`src/rtl/nop_pkg.sv`:
```
package nop_pkg;
  // Number of operand registers and nibble lanes in each one.
  localparam int unsigned NUM_OPS     = 2;
  localparam int unsigned NIBS_PER_OP = 2;
  localparam int unsigned NUM_SLOTS   = NUM_OPS * NIBS_PER_OP;
  localparam int unsigned SEL_W       = $clog2(NUM_SLOTS);

  // Slot code: upper bit is the operand, lower bit is the half.
  typedef enum logic [SEL_W-1:0] {
    SLOT_A_LO = 2'b00,
    SLOT_A_HI = 2'b01,
    SLOT_B_LO = 2'b10,
    SLOT_B_HI = 2'b11
  } nib_slot_e;
endpackage

```
`src/rtl/nop_slot_decode.sv`:
```
module nop_slot_decode
  import nop_pkg::*;
(
  input  logic                 load_n,
  input  logic [SEL_W-1:0]     sel,
  output logic [NUM_SLOTS-1:0] wr_en
);
  // One write strobe per nibble slot, active only while loading is enabled.
  for (genvar s = 0; s < NUM_SLOTS; s++) begin : g_slot
    assign wr_en[s] = !load_n && (sel == SEL_W'(s));
  end
endmodule

```
`src/rtl/nop_nibble_lane.sv`:
```
module nop_nibble_lane #(
  parameter int unsigned NIB_W = 4
) (
  input  logic             clk,
  input  logic             rst,
  input  logic             we,
  input  logic [NIB_W-1:0] d,
  output logic [NIB_W-1:0] q
);
  always_ff @(posedge clk) begin
    if (rst)     q <= '0;
    else if (we) q <= d;
  end


  lane_write_chk: assert property (@(posedge clk) disable iff (rst)
    we |=> (q == $past(d)));


  lane_hold_chk: assert property (@(posedge clk) disable iff (rst)
    !we |=> $stable(q));
endmodule

```
`src/rtl/nop_operand_reg.sv`:
```
module nop_operand_reg
  import nop_pkg::*;
#(
  parameter int unsigned NIB_W = 4,
  localparam int unsigned OP_W = NIB_W * NIBS_PER_OP
) (
  input  logic                   clk,
  input  logic                   rst,
  input  logic [NIBS_PER_OP-1:0] nib_we,
  input  logic [NIB_W-1:0]       din,
  output logic [OP_W-1:0]        value
);
  // Lane 0 is the low nibble, the highest lane the high nibble.
  for (genvar n = 0; n < NIBS_PER_OP; n++) begin : g_lane
    nop_nibble_lane #(.NIB_W(NIB_W)) u_lane (
      .clk (clk),
      .rst (rst),
      .we  (nib_we[n]),
      .d   (din),
      .q   (value[n*NIB_W +: NIB_W])
    );
  end
endmodule

```
`src/rtl/nib_operand_pair.sv`:
```
module nib_operand_pair
  import nop_pkg::*;
#(
  parameter int unsigned NIB_W = 4,
  localparam int unsigned OP_W = NIB_W * NIBS_PER_OP
) (
  input  logic             clk,
  input  logic             rst,
  input  logic             load_n,
  input  logic [SEL_W-1:0] sel,
  input  logic [NIB_W-1:0] din,
  output logic [OP_W-1:0]  op_a,
  output logic [OP_W-1:0]  op_b
);
  logic [NUM_SLOTS-1:0] wr_en;
  logic [OP_W-1:0]      ops [NUM_OPS];

  nop_slot_decode u_dec (
    .load_n (load_n),
    .sel    (sel),
    .wr_en  (wr_en)
  );

  // Slot index = operand * NIBS_PER_OP + half, matching the select code.
  for (genvar o = 0; o < NUM_OPS; o++) begin : g_op
    nop_operand_reg #(.NIB_W(NIB_W)) u_op (
      .clk    (clk),
      .rst    (rst),
      .nib_we (wr_en[o*NIBS_PER_OP +: NIBS_PER_OP]),
      .din    (din),
      .value  (ops[o])
    );
  end

  assign op_a = ops[0];
  assign op_b = ops[1];


  reset_clears_chk: assert property (@(posedge clk)
    rst |=> (op_a == '0 && op_b == '0));


  hold_when_idle_chk: assert property (@(posedge clk) disable iff (rst)
    load_n |=> ($stable(op_a) && $stable(op_b)));


  hi_a_write_chk: assert property (@(posedge clk) disable iff (rst)
    (!load_n && sel == SLOT_A_HI) |=>
      (op_a[OP_W-1 -: NIB_W] == $past(din)) && $stable(op_b));


  hi_b_write_chk: assert property (@(posedge clk) disable iff (rst)
    (!load_n && sel == SLOT_B_HI) |=>
      (op_b[OP_W-1 -: NIB_W] == $past(din)) && $stable(op_a));
endmodule

```
`config.mk`:
```
export PLATFORM = sky130hd
export DESIGN_NAME = nib_operand_pair
export DESIGN_NICKNAME = d
export VERILOG_FILES = /design/src/rtl/nop_pkg.sv /design/src/rtl/nop_slot_decode.sv /design/src/rtl/nop_nibble_lane.sv /design/src/rtl/nop_operand_reg.sv /design/src/rtl/nib_operand_pair.sv
export SDC_FILE = /design/constraint.sdc
export NUM_CORES = 1
export LEC_CHECK = 0
export CAP_MARGIN = 20
export CORE_MARGIN = 2
export CORE_UTILIZATION = 44
export CTS_CLUSTER_SIZE = 8
export DETAILED_ROUTE_END_ITERATION = 8
export PLACE_DENSITY = 0.8
export SLEW_MARGIN = 25
export SYNTH_ARGS = -nofsm -noshare
export SYNTH_HDL_FRONTEND = slang
export SYNTH_SLANG_ARGS = --single-unit
```
`constraint.sdc`:
```
create_clock -name clk -period 2.8 [get_ports clk]
set_input_delay 0.7 -clock clk [delete_from_list [all_inputs] [get_ports clk]]
set_output_delay 0.7 -clock clk [all_outputs]
set_load 0.005 [all_outputs]
```
==> out/results.tsv <==
metric	value	unit
yosys warns	0	
reg2reg path depth	2	
CP max stage cell	clkdlybuf4s50_1	
register area share after synthesis	0.4876	
clk slew on worst S/H paths	80	ps
Fill cells	120	
max FFs per register	16	
Die Ht	42.64	um
Adder-Cell Fraction of Synth Area	0	
path type of the worst min-delay path	reg2reg	
xor/xnor cell area share of the yosys netlist	0	
Mapped Cells	60	
Routed Wire Length	1.176	mm
compound-gate portion of the synthesized area	0	
hold path depth	2	
RSZ-0062 raised after global routing	false	
initial DRC count	4	
Seq cells post-synth	16	
outcome	finished clean	
sequential share of power	0.587	
GRT overflow	0	
Die Width	42.64	um
Synth top area share	0.4876	
drt pass-1 iters	4	
Antenna diodes	0	
CTS Root Cell	clkbuf_4	
number of CTS-inserted buffers	3	
Fmax	550.8	MHz
Setup WS post-layout	984.4	ps
Leakage	0.0003892	uW
startpoint types	flop	
Finished Layout Cells	98	
Synth area leaders	dfxtp_1 (49%), mux2i_1 (24%), nand2b_1 (19%)	
Hold EP	g_op[0].u_op.g_lane[1].u_lane.q[1]$_SDFFE_PP0P_	
Worst Skew	0	ps
core box area	0.001350	mm2
Routed WL per cell	12.00	um
Sum Neg Setup Slack	0	ps
EDFF count, synth	0	
latest clock arrival within the worst-skew pair	270	ps
Cell Int Power	321.0	uW
critical path's top delay family	buffers and inverters	
post-layout util	0.6830	
largest family of logic cells by synthesized area	multiplexers	
PortBufs	24	
Critical R2R Launch	g_op[1].u_op.g_lane[0].u_lane.q[1]$_SDFFE_PP0P_	
endpoints failing hold	0	
Synth async-reset ratio	0	
placed cells	95	
worst vdd ir	0.2997	mV
Total GRT Usage	0.1363	
final setup fails	0	
power share of the combinational group	0.135	
count of different cell masters after synthesis	9	
Hold Startpoint	g_op[0].u_op.g_lane[1].u_lane.q[1]$_SDFFE_PP0P_	
switch share	0.2130	
period utilization	0.6484	
Synth Area per Inst	10.95	um2
fin crit period	1816	ps
FP Rows	13	
Post-route DRC	0	
worst stage delay on the critical path	500	ps
largest registers	g_op.u_op.g_lane.u_lane.q (16)	
Synth Flop Type	dfxtp_1	
mux share of post-synthesis cell area	0.2438	
Layout area overhead	40.38	%
crit path buf inv count	1	
pwr/cell area	442.3	mW/mm2
largest net degree at the start of global routing	21	
worst-path cell chain	clkdlybuf4s50_1	
Netlist Area Pre-Place	656.9	um2
nets	94	
PostCTS Resize Cnt	0	
R2R setup slack	2210	ps
Post-Place Worst Slack	803.4	ps
initial antenna violation count	0	
TritonCTS clock tree	built	
postcts setup bufs	0	
worst endpoint data arrival time	1120	ps
share of cells above drive strength 1	0.04819	
clock power share	0.278	
critical path data required time	2100	ps
Critical R2R Capture	g_op[1].u_op.g_lane[0].u_lane.q[1]$_SDFFE_PP0P_	
vias in the first global route	443	
Slew HR	0.6914	
total net switching power	86.87	uW
Clock Tree Buf Depth	2	
worst-path maximum fanout	2	
Worst setup EP type	output pin	
cell taking the most area after synthesis	dfxtp_1	
MaxCap Viol Count	0	
Max Slew Vio Count	0	
first-pass GRT wire length	1.828	mm
most common cell in the synthesized netlist	nand2b_1	
Antenna Nets Post-Route	0	
CTS Hold Bufs	0	
H-tree Lvls	1	
Routability Congestion	0.6615	
post-synthesis net count	69	
Largest Register	g_op.u_op.g_lane.u_lane.q	
CP Class	reg2out	
Vias/cell	4.888	
Initial Utilization	0.4866	
Slew @ Worst Pin	461.5	ps
die area	0.001818	mm2
# IOs	25	
Vias	479	
commonest cells in the netlist	nand2b_1 (20), dfxtp_1 (16), mux2i_1 (16), clkbuf_1 (3)	
Sink Count	16	
HPWL after DPL	905.5	um
simple-gate share of the synthesized area	0.2438	
## how the worst max path moves through the flow
| stage | from | endpoint | slack [ps] | depth (start not counted) |
|---|---|---|---|---|
| after floorplan | sel[1] | g_op[0].u_op.g_lane[0].u_lane.q[0]$_SDFFE_PP0P_ | 1340 | 3 |
| after global placement | rst | g_op[0].u_op.g_lane[1].u_lane.q[0]$_SDFFE_PP0P_ | 810 | 3 |
| after detailed placement | sel[1] | g_op[1].u_op.g_lane[0].u_lane.q[1]$_SDFFE_PP0P_ | 800 | 3 |
| after CTS | g_op[1].u_op.g_lane[1].u_lane.q[3]$_SDFFE_PP0P_ | op_b[7] | 960 | 1 |
| after global routing | g_op[0].u_op.g_lane[0].u_lane.q[0]$_SDFFE_PP0P_ | op_a[0] | 920 | 1 |
| final | g_op[1].u_op.g_lane[1].u_lane.q[2]$_SDFFE_PP0P_ | op_b[6] | 980 | 1 |
## cell type report
| type | count | area, um2 | area share |
|---|---|---|---|
| clock buffer | 3 | 22.52 | 0.02442 |
| multi-input combinational | 40 | 320.3 | 0.3474 |
| sequential | 16 | 320.3 | 0.3474 |
| tap | 15 | 18.77 | 0.02035 |
| timing repair buffer | 24 | 240.2 | 0.2605 |
## stage by stage
step / hold slack, ps / total power (uW) / cell area [um2]
after floorplan: 465.0 / 269.3 / 656.9
after global placement: 460.5 / 299.9 / 899.6
after detailed placement: 463.8 / 300.5 / 899.6
after CTS: 479.3 / 415.7 / 922.1
after global routing: 495.9 / 429.5 / 922.1
final: 473.8 / 407.8 / 922.1
## layer usage
layer  global-route usage  routed length [um]  vias to the layer above
li1                     -                   -                      245
met1               0.1720                 541                      219
met2               0.2091                 560                       15
met3              0.04741                  74                        0
met4              0.05625                   0                        0
met5                    0                   0                        -
## power groups by stage
stage,logic (uW),clock network [uW],registers (uW)
after floorplan,23.9,0,245
after global placement,55.4,0,244
after detailed placement,55.6,0,245
after CTS,55.8,120,240
after global routing,59.7,129,241
final,54.9,114,239
## cell usage in the layout, fill, tap and decap left out
cell type         n
clkdlybuf4s50_1  24
nand2b_1         20
mux2i_1          16
dfxtp_1          16
clkbuf_4          3
nor3b_2           1
or3_1             1
or3b_1            1
nand3b_1          1
## logic make-up after synthesis
group,count (synthesis)
simple gates,24
flops,16
mux,16
buf+inv,4
Power figures use the tool's default switching activity.
